<file path="config.mk">
export PLATFORM = sky130hd
export DESIGN_NAME = xfer_engine
export DESIGN_NICKNAME = d
export VERILOG_FILES = /design/src/rtl/xfer_pkg.sv /design/src/rtl/xfer_crc.sv /design/src/rtl/xfer_startchk.sv /design/src/rtl/xfer_fanout.sv /design/src/rtl/xfer_engine.sv
export SDC_FILE = /design/constraint.sdc
export NUM_CORES = 1
export LEC_CHECK = 0
export ABC_AREA = 1
export BUFFER_PORTS_ARGS = -buffer_cell sky130_fd_sc_hd__buf_2
export CAP_MARGIN = 20
export CORE_MARGIN = 2
export CORE_UTILIZATION = 44
export DETAILED_ROUTE_END_ITERATION = 16
export MAX_ROUTING_LAYER = met4
export PLACE_DENSITY = 0.77
export SYNTH_ARGS = -nofsm -noshare
export SYNTH_HDL_FRONTEND = slang
export SYNTH_HIERARCHICAL = 1
export SYNTH_SLANG_ARGS = --single-unit
</file>
<file path="constraint.sdc">
create_clock -name clk_i -period 2.4 [get_ports clk_i]
set_clock_uncertainty 0.05 [all_clocks]
set_input_delay 0.24 -clock clk_i [delete_from_list [all_inputs] [get_ports clk_i]]
set_output_delay 0.24 -clock clk_i [all_outputs]
set_load 0.01 [all_outputs]
</file>
<file path="src/rtl/xfer_pkg.sv">
package xfer_pkg;
    typedef enum logic [1:0] {
        OP_BCAST   = 2'd0,
        OP_SCATTER = 2'd1,
        OP_GATHER  = 2'd2,
        OP_NONE    = 2'd3
    } op_e;

    typedef enum logic [1:0] {
        ST_IDLE = 2'd0,
        ST_DATA = 2'd1,
        ST_CRC  = 2'd2
    } st_e;
endpackage

</file>
<file path="src/rtl/xfer_crc.sv">
module xfer_crc #(
    parameter int          DW   = 16,
    parameter logic [DW-1:0] POLY = 'h1021
) (
    input  logic [DW-1:0] crc_i,
    input  logic [DW-1:0] data_i,
    output logic [DW-1:0] crc_o
);
    // Bit-serial update unrolled over one data word, MSB first
    always_comb begin
        logic [DW-1:0] c;
        logic          fb;
        c = crc_i;
        for (int i = DW - 1; i >= 0; i--) begin
            fb = c[DW-1] ^ data_i[i];
            c  = {c[DW-2:0], 1'b0};
            if (fb) c = c ^ POLY;
        end
        crc_o = c;
    end
endmodule

</file>
<file path="src/rtl/xfer_startchk.sv">
module xfer_startchk
    import xfer_pkg::*;
#(
    parameter int N_DEV = 4,
    parameter int LW    = 8
) (
    input  op_e           op_i,
    input  logic [LW-1:0] len_i,
    output logic          ok_o,
    output logic [LW-1:0] slice_o
);
    localparam int LOGN = (N_DEV > 1) ? $clog2(N_DEV) : 0;
    localparam logic [LW-1:0] NMASK = LW'(N_DEV - 1);

    logic split_op;
    assign split_op = (op_i == OP_SCATTER) || (op_i == OP_GATHER);

    always_comb begin
        ok_o = (len_i != '0) && (op_i != OP_NONE);
        if (split_op && ((len_i & NMASK) != '0)) ok_o = 1'b0;
        slice_o = split_op ? (len_i >> LOGN) : len_i;
    end
endmodule

</file>
<file path="src/rtl/xfer_fanout.sv">
module xfer_fanout #(
    parameter int N_DEV = 4,
    parameter int DW    = 16,
    parameter int KW    = 2
) (
    input  logic                  active_i,
    input  logic                  all_i,
    input  logic [KW-1:0]         k_i,
    input  logic [N_DEV-1:0]      ready_i,
    input  logic [N_DEV*DW-1:0]   rdata_i,
    output logic [N_DEV-1:0]      req_o,
    output logic                  accept_o,
    output logic [DW-1:0]         rdata_o
);
    logic [DW-1:0] rd_arr [N_DEV];

    for (genvar g = 0; g < N_DEV; g++) begin : g_dev
        assign req_o[g]  = active_i && (all_i || (k_i == KW'(g)));
        assign rd_arr[g] = rdata_i[g*DW +: DW];
    end

    assign accept_o = active_i && (all_i ? (&ready_i) : ready_i[k_i]);
    assign rdata_o  = rd_arr[k_i];
endmodule

</file>
<file path="src/rtl/xfer_engine.sv">
module xfer_engine
    import xfer_pkg::*;
#(
    parameter int N_DEV = 4,
    parameter int DW    = 16,
    parameter int AW    = 8,
    parameter int LW    = 8
) (
    input  logic                clk_i,
    input  logic                rst_ni,
    input  logic                start_i,
    input  logic [1:0]          op_i,
    input  logic [AW-1:0]       base_i,
    input  logic [LW-1:0]       len_i,
    output logic                busy_o,
    output logic                done_o,
    output logic                err_o,
    output logic [LW-1:0]       lmem_addr_o,
    input  logic [DW-1:0]       lmem_rdata_i,
    output logic                lmem_we_o,
    output logic [DW-1:0]       lmem_wdata_o,
    output logic [N_DEV-1:0]    dev_req_o,
    output logic                dev_we_o,
    output logic                dev_crc_o,
    output logic [AW-1:0]       dev_addr_o,
    output logic [DW-1:0]       dev_wdata_o,
    input  logic [N_DEV-1:0]    dev_ready_i,
    input  logic [N_DEV*DW-1:0] dev_rdata_i
);
    localparam int            KW       = (N_DEV > 1) ? $clog2(N_DEV) : 1;
    localparam logic [KW-1:0] K_LAST   = KW'(N_DEV - 1);
    localparam logic [DW-1:0] CRC_INIT = '1;

    typedef struct packed {
        st_e           st;
        op_e           op;
        logic [AW-1:0] base;
        logic [LW-1:0] slice;
        logic [LW-1:0] idx;
        logic [LW-1:0] w;
        logic [KW-1:0] k;
        logic [DW-1:0] crc;
        logic          bad;
        logic          done;
        logic          err;
    } state_t;

    state_t q, d;

    logic          start_ok;
    logic [LW-1:0] start_slice;
    logic          active, all_dev, accept;
    logic [DW-1:0] rdata_sel, crc_in_word, crc_nxt;
    logic          is_gather, last_dev, crc_bad;

    xfer_startchk #(.N_DEV(N_DEV), .LW(LW)) u_startchk (
        .op_i    (op_e'(op_i)),
        .len_i   (len_i),
        .ok_o    (start_ok),
        .slice_o (start_slice)
    );

    assign active  = (q.st != ST_IDLE);
    assign all_dev = (q.op == OP_BCAST);

    xfer_fanout #(.N_DEV(N_DEV), .DW(DW), .KW(KW)) u_fanout (
        .active_i (active),
        .all_i    (all_dev),
        .k_i      (q.k),
        .ready_i  (dev_ready_i),
        .rdata_i  (dev_rdata_i),
        .req_o    (dev_req_o),
        .accept_o (accept),
        .rdata_o  (rdata_sel)
    );

    assign is_gather   = (q.op == OP_GATHER);
    assign crc_in_word = is_gather ? rdata_sel : lmem_rdata_i;

    xfer_crc #(.DW(DW)) u_crc (
        .crc_i  (q.crc),
        .data_i (crc_in_word),
        .crc_o  (crc_nxt)
    );

    assign last_dev = all_dev || (q.k == K_LAST);
    assign crc_bad  = is_gather && (rdata_sel != q.crc);

    always_comb begin
        d      = q;
        d.done = 1'b0;
        d.err  = 1'b0;
        unique case (q.st)
            ST_IDLE: begin
                if (start_i) begin
                    if (start_ok) begin
                        d.st    = ST_DATA;
                        d.op    = op_e'(op_i);
                        d.base  = base_i;
                        d.slice = start_slice;
                        d.idx   = '0;
                        d.w     = '0;
                        d.k     = '0;
                        d.crc   = CRC_INIT;
                        d.bad   = 1'b0;
                    end else begin
                        d.err = 1'b1;
                    end
                end
            end
            ST_DATA: begin
                if (accept) begin
                    d.crc = crc_nxt;
                    d.idx = q.idx + LW'(1);
                    d.w   = q.w + LW'(1);
                    if (q.w == q.slice - LW'(1)) d.st = ST_CRC;
                end
            end
            ST_CRC: begin
                if (accept) begin
                    if (last_dev) begin
                        d.st   = ST_IDLE;
                        d.done = 1'b1;
                        d.err  = q.bad || crc_bad;
                        d.bad  = 1'b0;
                    end else begin
                        d.st  = ST_DATA;
                        d.k   = q.k + KW'(1);
                        d.w   = '0;
                        d.crc = CRC_INIT;
                        d.bad = q.bad || crc_bad;
                    end
                end
            end
            default: d.st = ST_IDLE;
        endcase
    end

    always_ff @(posedge clk_i) begin
        if (!rst_ni) begin
            q <= '{st: ST_IDLE, op: OP_BCAST, crc: CRC_INIT, default: '0};
        end else begin
            q <= d;
        end
    end

    assign busy_o       = active;
    assign done_o       = q.done;
    assign err_o        = q.err;
    assign lmem_addr_o  = q.idx;
    assign lmem_we_o    = (q.st == ST_DATA) && is_gather && accept;
    assign lmem_wdata_o = rdata_sel;
    assign dev_we_o     = active && !is_gather;
    assign dev_crc_o    = (q.st == ST_CRC);
    assign dev_addr_o   = q.base + AW'(q.w);
    assign dev_wdata_o  = (q.st == ST_CRC) ? q.crc : lmem_rdata_i;
endmodule

</file>
==> results.json <==
{
  "multi_input_area_um2": 4094,
  "ys_seq_area_frac": 0.2223,
  "total_switching_power_mw": 2.707,
  "detail_route.drc_violations": 0,
  "synth.ff_latch_count": 57,
  "cts.sinks": 57,
  "dieArea_um2": 12550,
  "setup-violations-final": 17,
  "drv_cap": 0,
  "synth_flop_cell": "dfxtp_1",
  "power.static_leakage_nw": 3.843,
  "die_w_um": 112.0,
  "layout.cell_area.non_filler_um2": 7497,
  "postSynthCellCount": 839,
  "crit_path_max_fanout": 8,
  "floorplan.io_pins": 163,
  "cts_buffers": 9,
  "fmax_mhz": 378.0,
  "post-layout-total-power_mw": 5.989,
  "startpoint": "q[19]$_SDFFE_PN0P_",
  "cell_taking_the_most_area_after_synthesis": "dfxtp_1",
  "layout-drive-gt1-share": 0.3932,
  "die_y_um": 112.0,
  "slew-limit-headroom": 0.4483,
  "route.detailed.vias_per_inst": 5.381,
  "row_count": 39,
  "largest_cells_by_area_after_synthesis": "dfxtp_1, nand2_1, nand3_1",
  "drt_first_pass_iters": 6,
  "placement.setup.worst_slack_ns": -0.1473,
  "grt-ovfl-total": 0,
  "crit_type": "register to register",
  "vdd.ir_drop.worst_mv": 0.4465,
  "ctsHoldBuffers": 0,
  "netlist_area_um2": 5134,
  "postRouteWirelength_um": 18160,
  "track_usage": 0.2695,
  "postLayoutSetupSlackWorst_ns": -0.2458,
  "min_period_over_period": 1.102,
  "place.detailed.hpwl_um": 12790,
  "critical_path.reg2reg.startpoint": "q[19]$_SDFFE_PN0P_",
  "place.detailed.instances": 1166,
  "tritoncts_clock_tree": "yes",
  "wl_per_cell_um": 15.18,
  "syn_area_per_cell_um2": 6.119,
  "layout.area.seq_um2": 1152,
  "grt_pass1_vias": 5849,
  "finish.utilization": 0.6566,
  "antenna_violations_before_repair": 0,
  "power_density_nw_per_um2": 798.9,
  "critPathLaunchType": "register",
  "yosysUniqueCellTypes": 42,
  "first_pass_grt_wire_length_um": 27100,
  "effective_utilization_at_floorplan": 0.4496,
  "drt_iter0_markers": 501,
  "p_comb_frac": 0.579,
  "num_vias": 6436,
  "worstRegToRegCells": 20,
  "timing_worst_slew_pin_value_ns": 0.8267,
  "hold_path_depth": 3,
  "clk_path_buf_depth": 2,
  "seqPwrFrac": 0.209,
  "unrepaired_setup_endpoints_after_global_routing": "yes",
  "clkTransAtPathRegs_ns": 0.06,
  "gp_congestion": 0.9791,
  "synth.net_count": 961,
  "finalCriticalPeriod_ns": 2.646,
  "synth-edff-count": 0,
  "power_switching_share": 0.4519,
  "antenna_cells": 0,
  "crit_path_end_kind": "register",
  "design.core.area_um2": 11420,
  "h-tree-depth": 3,
  "rrSetupSlack_ns": -0.25,
  "worst-endpoint-required_ns": 2.56,
  "share_of_flip_flops_with_an_asynchronous_set_or_reset": 0,
  "grt_start_max_net_pins": 28,
  "share_of_the_synthesized_area_in_the_top_cell_type": 0.2223,
  "internal_power_mw": 3.283,
  "worstSkewPairLatency_ns": 0.33,
  "worstHoldPathType": "input pin to register",
  "drv_slew": 0,
  "nets": 1170,
  "worstHoldEndpoint": "q[45]$_SDFFE_PN0P_",
  "synth.yosys.warnings": 6,
  "fin_cells": 1196,
  "worst_r2r_endpoint": "q[16]$_SDFFE_PN1P_",
  "worst_hold_startpoint": "base_i[0]",
  "fillCellCount": 959,
  "clock_power_share": 0.212,
  "hold_viol": 0,
  "worst_ep_arrival_time_ns": 2.81,
  "drtAntennaViolNets": 0,
  "syn_to_final_growth_pct": 46.04,
  "status": "complete, but fails checks",
  "violations": "negative setup slack",
  "postPlaceCellArea_um2": 6454,
  "cts.root.buffer_cell": "clkbuf_16",
  "count_of_input_and_output_buffers": 162
}
## area by class of cell
cell class              count  share of cell area
clock buffers              10             0.03338
clock inverters             6            0.006509
inverters                  87             0.04640
multi-input cells         662              0.5461
flip-flops and latches     57              0.1537
well taps                 143             0.02387
repair buffers            229              0.1884
repair inverters            2            0.001669
## how the worst max path moves through the flow
stage,slack (ns),endpoint,depth (start not counted)
final,-0.25,q[16]$_SDFFE_PN1P_,20
after global routing,-0.32,q[16]$_SDFFE_PN1P_,20
after CTS,-0.06,q[11]$_SDFFE_PN1P_,21
after detailed placement,-0.15,q[16]$_SDFFE_PN1P_,17
after global placement,-0.08,q[11]$_SDFFE_PN1P_,20
after floorplan,-0.003,q[11]$_SDFFE_PN1P_,21
## per-layer routing
metal | GRT usage | wire length, µm | vias to the layer above | share of wire
li1 | - | - | 3102 | -
met1 | 0.3559 | 7509 | 2922 | 0.41
met2 | 0.4242 | 8510 | 350 | 0.47
met3 | 0.04104 | 1613 | 62 | 0.089
met4 | 0.09268 | 524 | 0 | 0.029
met5 | - | 0 | - | 0
## layout by cell type, fill, tap and decap left out, types with 3 or more instances in the layout
cell | Yosys | final
dfxtp_2 | 0 | 3
clkinvlp_4 | 0 | 5
inv_2 | 4 | 11
a22oi_1 | 15 | 8
dfxtp_1 | 57 | 52
nor3_1 | 4 | 3
xnor2_2 | 2 | 5
o21ai_0 | 30 | 24
a22oi_2 | 0 | 7
nand2_4 | 2 | 19
nand3b_1 | 3 | 3
nand4_1 | 6 | 6
inv_1 | 80 | 71
a211o_1 | 9 | 9
nor2_1 | 63 | 56
nor2_2 | 4 | 6
nand2_2 | 17 | 44
a21oi_1 | 45 | 40
nand3_1 | 73 | 52
o21ai_1 | 5 | 4
xor2_2 | 1 | 7
buf_2 | 3 | 162
xor2_1 | 37 | 30
buf_4 | 13 | 56
xnor2_1 | 18 | 13
buf_6 | 2 | 5
o211ai_1 | 7 | 7
o21ai_2 | 2 | 7
ha_1 | 16 | 15
clkinv_4 | 0 | 5
nand2_1 | 284 | 238
a21oi_2 | 0 | 5
nor2_4 | 2 | 7
nand3_2 | 0 | 21
clkbuf_16 | 0 | 11
buf_12 | 0 | 5
nor3b_2 | 1 | 4
## power groups by stage
stage | registers [mW] | logic [mW] | clock network [mW]
finish | 1.25 | 3.47 | 1.27
floorplan | 1.19 | 1.84 | 0
global route | 1.26 | 3.76 | 1.33
detailed placement | 1.23 | 2.73 | 0
CTS | 1.22 | 2.90 | 1.27
global placement | 1.24 | 2.69 | 0
## what timing repair did
item	4_1_cts	5_1_grt
buffers inserted	3	8
pin swaps	13	70
setup endpoints to repair	24	42
gates resized for setup	40	119
gates cloned	1	2
## synthesized netlist by cell type, drive strengths merged (7+ instances only)
cell,n
a211o,9
a21oi,45
a22oi,15
buf,18
clkbuf,15
dfxtp,57
ha,16
inv,85
nand2,303
nand3,73
nor2,69
o211ai,7
o21ai,37
xnor2,20
xor2,38
## worst max-delay path, stage by stage, from the launching register on
cell and delay [ns]:
dfxtp_4 0.36, buf_6 0.13, nor2_4 0.17, buf_12 0.15, nand2_2 0.04, nand4_1 0.10, nand2_1 0.11, nand2_1 0.10
inv_1 0.05, nand2_1 0.07, nand2_2 0.09, inv_2 0.09, nand2_4 0.09, nand2_8 0.12, xor2_2 0.17, inv_1 0.08
nand3_2 0.06, nand2_1 0.05, nand3_1 0.08, a21oi_2 0.06, a211o_1 0.30
## sequential cells by signal, indices dropped and copies added, names as in the netlist
signal       flops
done_o           1
err_o            1
lmem_addr_o      8
q               47
## stage by stage
stage	hold WS [ns]	setup TNS, ns
floorplan	0.3371	-0.003308
global placement	0.4166	-0.5152
detailed placement	0.4204	-1.062
CTS	0.1271	-0.09759
global route	0.1360	-4.620
finish	0.1201	-2.175
## kinds of logic after synthesis
family          share of synthesized area
simple gates                       0.3890
compound gates                     0.1411
buf+inv                            0.1014
xor+xnor                           0.1033
flops                              0.2223
fa+ha+maj                         0.04290
(Power assumes the default switching activity.)
